<file path="src/rtl/irq_post_pkg.sv">
package irq_post_pkg;
  localparam int unsigned NUM_SRC_DEF = 4;
  localparam int unsigned REG_W_DEF   = 8;

  typedef enum logic {
    WMODE_CLEAR = 1'b0,
    WMODE_POST  = 1'b1
  } wmode_e;
endpackage

</file>
<file path="src/rtl/irq_rise_det.sv">
module irq_rise_det #(
  parameter int unsigned N = 4
) (
  input  logic         clk,
  input  logic         rst_n,
  input  logic [N-1:0] req,
  output logic [N-1:0] rise
);
  logic [N-1:0] req_q;

  for (genvar g = 0; g < N; g++) begin : g_bit
    always_ff @(posedge clk or negedge rst_n) begin
      if (!rst_n) req_q[g] <= 1'b0;
      else        req_q[g] <= req[g];
    end
    assign rise[g] = req[g] & ~req_q[g];
  end

  // a request held high yields a single set pulse
  a_r2_single_pulse: assert property (@(posedge clk) disable iff (!rst_n)
    (rise != '0) |=> ((rise & $past(rise)) == '0));
endmodule

</file>
<file path="src/rtl/irq_flag_bank.sv">
module irq_flag_bank
  import irq_post_pkg::*;
#(
  parameter int unsigned N = 4
) (
  input  logic         clk,
  input  logic         rst_n,
  input  logic [N-1:0] rise,
  input  logic         wr_en,
  input  logic [N-1:0] wr_data,
  input  logic         sw_en,
  output logic [N-1:0] flags
);
  wmode_e       mode;
  logic [N-1:0] after_wr;
  logic [N-1:0] flags_d;
  logic         upd;

  assign mode = sw_en ? WMODE_POST : WMODE_CLEAR;

  always_comb begin
    after_wr = flags;
    if (wr_en) begin
      case (mode)
        WMODE_POST:  after_wr = flags | wr_data;
        default:     after_wr = flags & wr_data;
      endcase
    end
    // hardware set has priority over a software clear
    flags_d = after_wr | rise;
    upd     = wr_en | (|rise);
  end

  always_ff @(posedge clk or negedge rst_n) begin
    if (!rst_n)   flags <= '0;
    else if (upd) flags <= flags_d;
  end

  // a hardware edge always leaves its flag set
  a_r8_hw_wins: assert property (@(posedge clk) disable iff (!rst_n)
    (rise != '0) |=> ((flags & $past(rise)) == $past(rise)));
  // clear mode drops flags written with 0 that had no edge
  a_r3_clear: assert property (@(posedge clk) disable iff (!rst_n)
    (wr_en && !sw_en) |=> ((flags & ~$past(wr_data) & ~$past(rise)) == '0));
  // clear mode keeps flags written with 1
  a_r4_keep_ones: assert property (@(posedge clk) disable iff (!rst_n)
    (wr_en && !sw_en) |=> ((flags & $past(flags & wr_data)) == $past(flags & wr_data)));
  // post mode never clears
  a_r5_no_clear: assert property (@(posedge clk) disable iff (!rst_n)
    (wr_en && sw_en) |=> ((flags & $past(flags)) == $past(flags)));
  // post mode sets flags written with 1
  a_r6_post: assert property (@(posedge clk) disable iff (!rst_n)
    (wr_en && sw_en) |=> ((flags & $past(wr_data)) == $past(wr_data)));
  // without an edge or a write the flags hold
  a_r2_hold: assert property (@(posedge clk) disable iff (!rst_n)
    (!wr_en && (rise == '0)) |=> $stable(flags));
endmodule

</file>
<file path="src/rtl/irq_post_reg.sv">
module irq_post_reg
  import irq_post_pkg::*;
#(
  parameter int unsigned NUM_SRC = NUM_SRC_DEF,
  parameter int unsigned REG_W   = REG_W_DEF   // must exceed NUM_SRC
) (
  input  logic               clk,
  input  logic               rst_n,
  input  logic [NUM_SRC-1:0] hw_req,
  input  logic               wr_en,
  input  logic [REG_W-1:0]   wr_data,
  input  logic               sw_post_en,
  output logic [REG_W-1:0]   rd_data,
  output logic [NUM_SRC-1:0] irq_flags,
  output logic               irq_pending
);
  logic [1:0]         rst_sync;
  logic               rst_n_i;
  logic [NUM_SRC-1:0] rise;
  logic [NUM_SRC-1:0] flags;

  // asynchronous assertion, synchronous release
  always_ff @(posedge clk or negedge rst_n) begin
    if (!rst_n) rst_sync <= 2'b00;
    else        rst_sync <= {rst_sync[0], 1'b1};
  end
  assign rst_n_i = rst_sync[1];

  irq_rise_det #(.N(NUM_SRC)) u_rise (
    .clk   (clk),
    .rst_n (rst_n_i),
    .req   (hw_req),
    .rise  (rise)
  );

  irq_flag_bank #(.N(NUM_SRC)) u_bank (
    .clk     (clk),
    .rst_n   (rst_n_i),
    .rise    (rise),
    .wr_en   (wr_en),
    .wr_data (wr_data[NUM_SRC-1:0]),
    .sw_en   (sw_post_en),
    .flags   (flags)
  );

  always_comb begin
    rd_data              = '0;
    rd_data[NUM_SRC-1:0] = flags;
  end

  assign irq_flags   = flags;
  assign irq_pending = |flags;

  // reserved write bits leave the reserved read bits at zero
  a_r7_rsvd_ignored: assert property (@(posedge clk) disable iff (!rst_n_i)
    (wr_en && (wr_data[REG_W-1:NUM_SRC] != '0)) |=> (rd_data[REG_W-1:NUM_SRC] == '0));
  // in a write cycle the read port still shows the stored value
  a_r10_old_read: assert property (@(posedge clk) disable iff (!rst_n_i)
    wr_en |-> (rd_data[NUM_SRC-1:0] == irq_flags));
endmodule

</file>
<file path="config.mk">
export PLATFORM = sky130hd
export DESIGN_NAME = irq_post_reg
export DESIGN_NICKNAME = d
export VERILOG_FILES = /design/src/rtl/irq_post_pkg.sv /design/src/rtl/irq_rise_det.sv /design/src/rtl/irq_flag_bank.sv /design/src/rtl/irq_post_reg.sv
export SDC_FILE = /design/constraint.sdc
export NUM_CORES = 1
export LEC_CHECK = 0
export BUFFER_PORTS_ARGS = -buffer_cell sky130_fd_sc_hd__buf_2
export CORE_MARGIN = 1
export CORE_UTILIZATION = 30
export CTS_CLUSTER_DIAMETER = 200
export DETAILED_ROUTE_END_ITERATION = 6
export PLACE_DENSITY = 0.7
export SKIP_LAST_GASP = 1
export SYNTH_ARGS = -nofsm -noshare
export SYNTH_HDL_FRONTEND = slang
export SYNTH_HIERARCHICAL = 1
export SYNTH_SLANG_ARGS = --single-unit
</file>
<file path="constraint.sdc">
create_clock -name clk -period 1.5 [get_ports clk]
set_input_delay 0.225 -clock clk [delete_from_list [all_inputs] [get_ports clk]]
set_output_delay 0.225 -clock clk [all_outputs]
set_load 0.01 [all_outputs]
</file>
======== Word-level counts from Yosys, hierarchy flattened ========
Cells that the tools add are included.
storage, ports and cells
  flip-flop bits (word level) ............. 10
  latch bits .............................. 0
  bits in writable memories ............... 0
  ROM bits ................................ 0
  input port bits ......................... 16
  memories kept ........................... 0
operators by class
  add/sub/neg operators ................... 0
  $mul .................................... 0
  div/mod/pow operators ................... 0
  $lt $le $gt $ge ......................... 0
  equality and inequality tests ........... 0
  shift operators ......................... 0
  multiplexer cells ....................... 3
  bitwise logic cells ..................... 12
  reductions and logical operators ........ 2
operators with widths
  cell                count
  two-way mux 4 bit   2
  bitwise OR 4 bit    2
  OR reduction 4 bit  2
  AND 1 bit           4
  AND 4 bit           1
  inverter 1 bit      4
  two-way mux 1 bit   1
  bitwise OR 1 bit    1

======== Depth between registers and ports, before layout ========
  depth in word-level cells ............... 4
  mapped depth ............................ 3
  mapped depth without buffers ............ 3

======== Hierarchy ========
The synthesis kept the hierarchy.
by module, submodules not included
  module         instances  cells each  area an instance (um2)  seq. area each (um2)
  irq_flag_bank  1          20          195.2                   100.1
  irq_rise_det   1          8           155.1                   100.1
  irq_post_reg   1          13          125.1                   50.0

======== Least setup slack after synthesis ========
OpenSTA, ideal clock, no wires.
  path type ............................... register -> output
  from .................................... reg u_bank.flags[1]
  to ...................................... out irq_pending
  data arrival time ....................... 1.004 ns
  path slack .............................. 0.271 ns
  cell stages (with the launch flop) ...... 2
  path through ............................ dfrtp_1 -> or4_1
between the ends
  word-level cells in the longest chain between the ends .. 1
ends and longest elaborated chain
  item                      line                 text
  start: declaration        irq_flag_bank.sv:12  output logic [N-1:0] flags
  start signal: assignment  irq_flag_bank.sv:36  else if (upd) flags <= flags_d;
  OR reduction 4 bit        irq_post_reg.sv:52   assign irq_pending = |flags;
  end: declaration          irq_post_reg.sv:15   output logic irq_pending
No other way between the ends.

======== Worst setup path in the final report ========
  from .................................... reg u_bank.flags[0]
  to ...................................... out irq_pending
The elaborated chain is that of the path after synthesis.

==> out/results.txt <==
Status - completed
Worst hold path depth - 1
Stages on the worst setup path - 2
Num rows - 14
#FFs+latches synth - 10
Worst setup EP type - primary output
DRT antenna net count - 0
GR Util met1 - 0.106
Ant. Diodes - 0
Gr usage total - 0.0961
Switching pwr - 0.000163 W
Core area - 1490 µm²
Final Max Slew Viols - 0
CTS tree - done
DRC Markers - 0
Clk Latency, worst-skew pair - 260 ps
Post-Route WL - 699 µm
Pwr/cell area - 1030 nW/µm²
Cell class contributing the biggest share of worst-path delay - simple AND/OR/NAND/NOR gates
Netlist cell types - 8
TNS Setup - 0 ps
Register area - 250 µm²
Vias/cell - 4.01
Avg Inst Size Synth - 11.6 µm²
Multi-input logic area - 176 µm²
Post-Syn Instances - 41
CTS Root Cell - clkbuf_4
Total number of vias - 321
Peak VDD IR - 350 µV
Area Growth Syn to Fin - 28.2%
Yosys warnings - 6
Clock Power Share - 0.275
IO Port Bufs - 20
Final hold viol count - 0
Achievable Freq - 667 MHz
Worst-case clock buffer depth - 2
Final global-route overflow total - 0
Avg WL per Cell - 8.74 µm
I/O Pins - 29
Final net count - 82
Met2 usage - 0.144
Share of cells above drive strength 1 - 0.484
Fill cells - 163
Final clock skew - 5.08 ps
RSZ-0062 raised after global routing - yes
Reg clk slew, reported paths - 60 ps
Commonest cells after routing, fill and taps aside - buf_2, dfrtp_1, a21oi_1
Initial antenna violation count - 0
Crit path largest cell delay - 500 ps
Period Utilization, post-route - 1.00
Setup CP Type - reg2out
Cts bufs inserted - 3
Die ar. - 1750 µm²
Internal power - 0.000463 W
Die height - 41.8 µm
Post-layout util - 0.409
Commonest non-fill, non-tap cell in the layout - buf_2
Number of global-route vias before repair - 301
Gr busiest metal - met2
Worst-path maximum fanout - 2
Die X - 41.8 µm
Clock sink total - 10
Post-layout min period - 1500 ps
Worst reg2reg path depth - 3
Leakage power - 0.302 nW
Met3 Usage GRT - 0.0261
Worst Hold Class - in2reg
CP Buf/Inv Count - 1
CP arrival - 1270 ps
CP Data Required Time - 1270 ps
CTS H-tree lvls - 1
Sequential Power Share - 0.500
Hold Slack - 90.0 ps
Drt initial violations - 0
Startpoint Class - flop
Mapped cell area - 475 µm²
Register area share after synthesis - 0.526
Max-Cap Viols - 0
Pre-antenna DRT Iters - 1
Post-cts gate resize count - 0
Slowest stage cell, crit path - or4_1
Net Sw Frac - 0.260
Largest net degree at the start of global routing - 9
Final Setup Violations - 0
Comb pwr share - 0.226
First-pass GRT wire length - 1.20 mm
Cell Chain, Critical Path - or4_1 -> buf_2
Gpl congestion - 0.617
Initial Util - 0.319
## Yosys cell counts, drive strengths merged
cell | instances | area share
a21oi | 8 | 0.084
buf | 8 | 0.13
conb | 2 | 0.016
dfrtp | 10 | 0.53
nand2b | 4 | 0.053
nor2b | 4 | 0.12
o21bai | 4 | 0.063
or4 | 1 | 0.016
## final timing paths
kind,startpoint,endpoint,slack (ps)
max,u_bank/flags[0],irq_pending,0.4
max reg2reg,u_bank/flags[3],u_bank/flags[3],680
min in group asynchronous,rst_sync[1],u_bank/flags[3],120
max in group asynchronous,rst_n,rst_sync[1],1120
min,hw_req[1],u_rise/req_q[1],90
min reg2reg,rst_sync[1],u_bank/flags[3],120
## cells by family (layout without fill, tap and decap cells)
kind of cell | count (synthesis) | in the layout | synth area share
AOI/OAI and AO/OA | 12 | 12 | 0.147
buffers and inverters | 8 | 28 | 0.126
DFF | 10 | 10 | 0.526
other | 2 | 5 | 0.0158
and+or+nand+nor | 9 | 9 | 0.184
## through the flow
stage,setup WS (ps),instance area (µm²),std cells,power (W)
floorplan,271,487,44,0.000408
global placement,229,547,72,0.000434
global route,-79.6,609,80,0.000675
CTS,-20.3,594,78,0.000631
finish,0.381,609,80,0.000626
detailed placement,223,547,72,0.000437
## power groups by stage
stage	clock network [W]	logic (W)	registers, W
final	0.000172	0.000141	0.000313
after global routing	0.000201	0.000156	0.000317
after CTS	0.000185	0.000130	0.000316
after detailed placement	0	0.000111	0.000326
after global placement	0	0.000109	0.000325
after floorplan	0	0.0000780	0.000330
## per-layer routing
layer / wire length (µm) / part of all wire
met1: 300 / 0.43
met2: 359 / 0.51
met3: 39 / 0.056
met4: 0 / 0
met5: 0 / 0
## state kept, by name (all words and copies together), names as in the netlist
register,flops
rst_sync,2
u_bank/flags,4
u_rise/req_q,4
## timing repair
| item | in CTS | in global routing |
|---|---|---|
| hold buffers | 1 | 0 |
| endpoints found under the setup margin | 1 | 1 |
| endpoints found under the hold margin | 2 | 0 |
| buffers inserted | 2 | 2 |
| pin swaps | 1 | 0 |
## final cells by class
type / instances / area share
Clock buffer: 3 / 0.0370
Timing Repair Buffer: 25 / 0.230
Tap cell: 16 / 0.0329
Sequential cell: 10 / 0.411
Multi-Input combinational cell: 26 / 0.290
No activity file was read; power rests on OpenSTA's default activity.
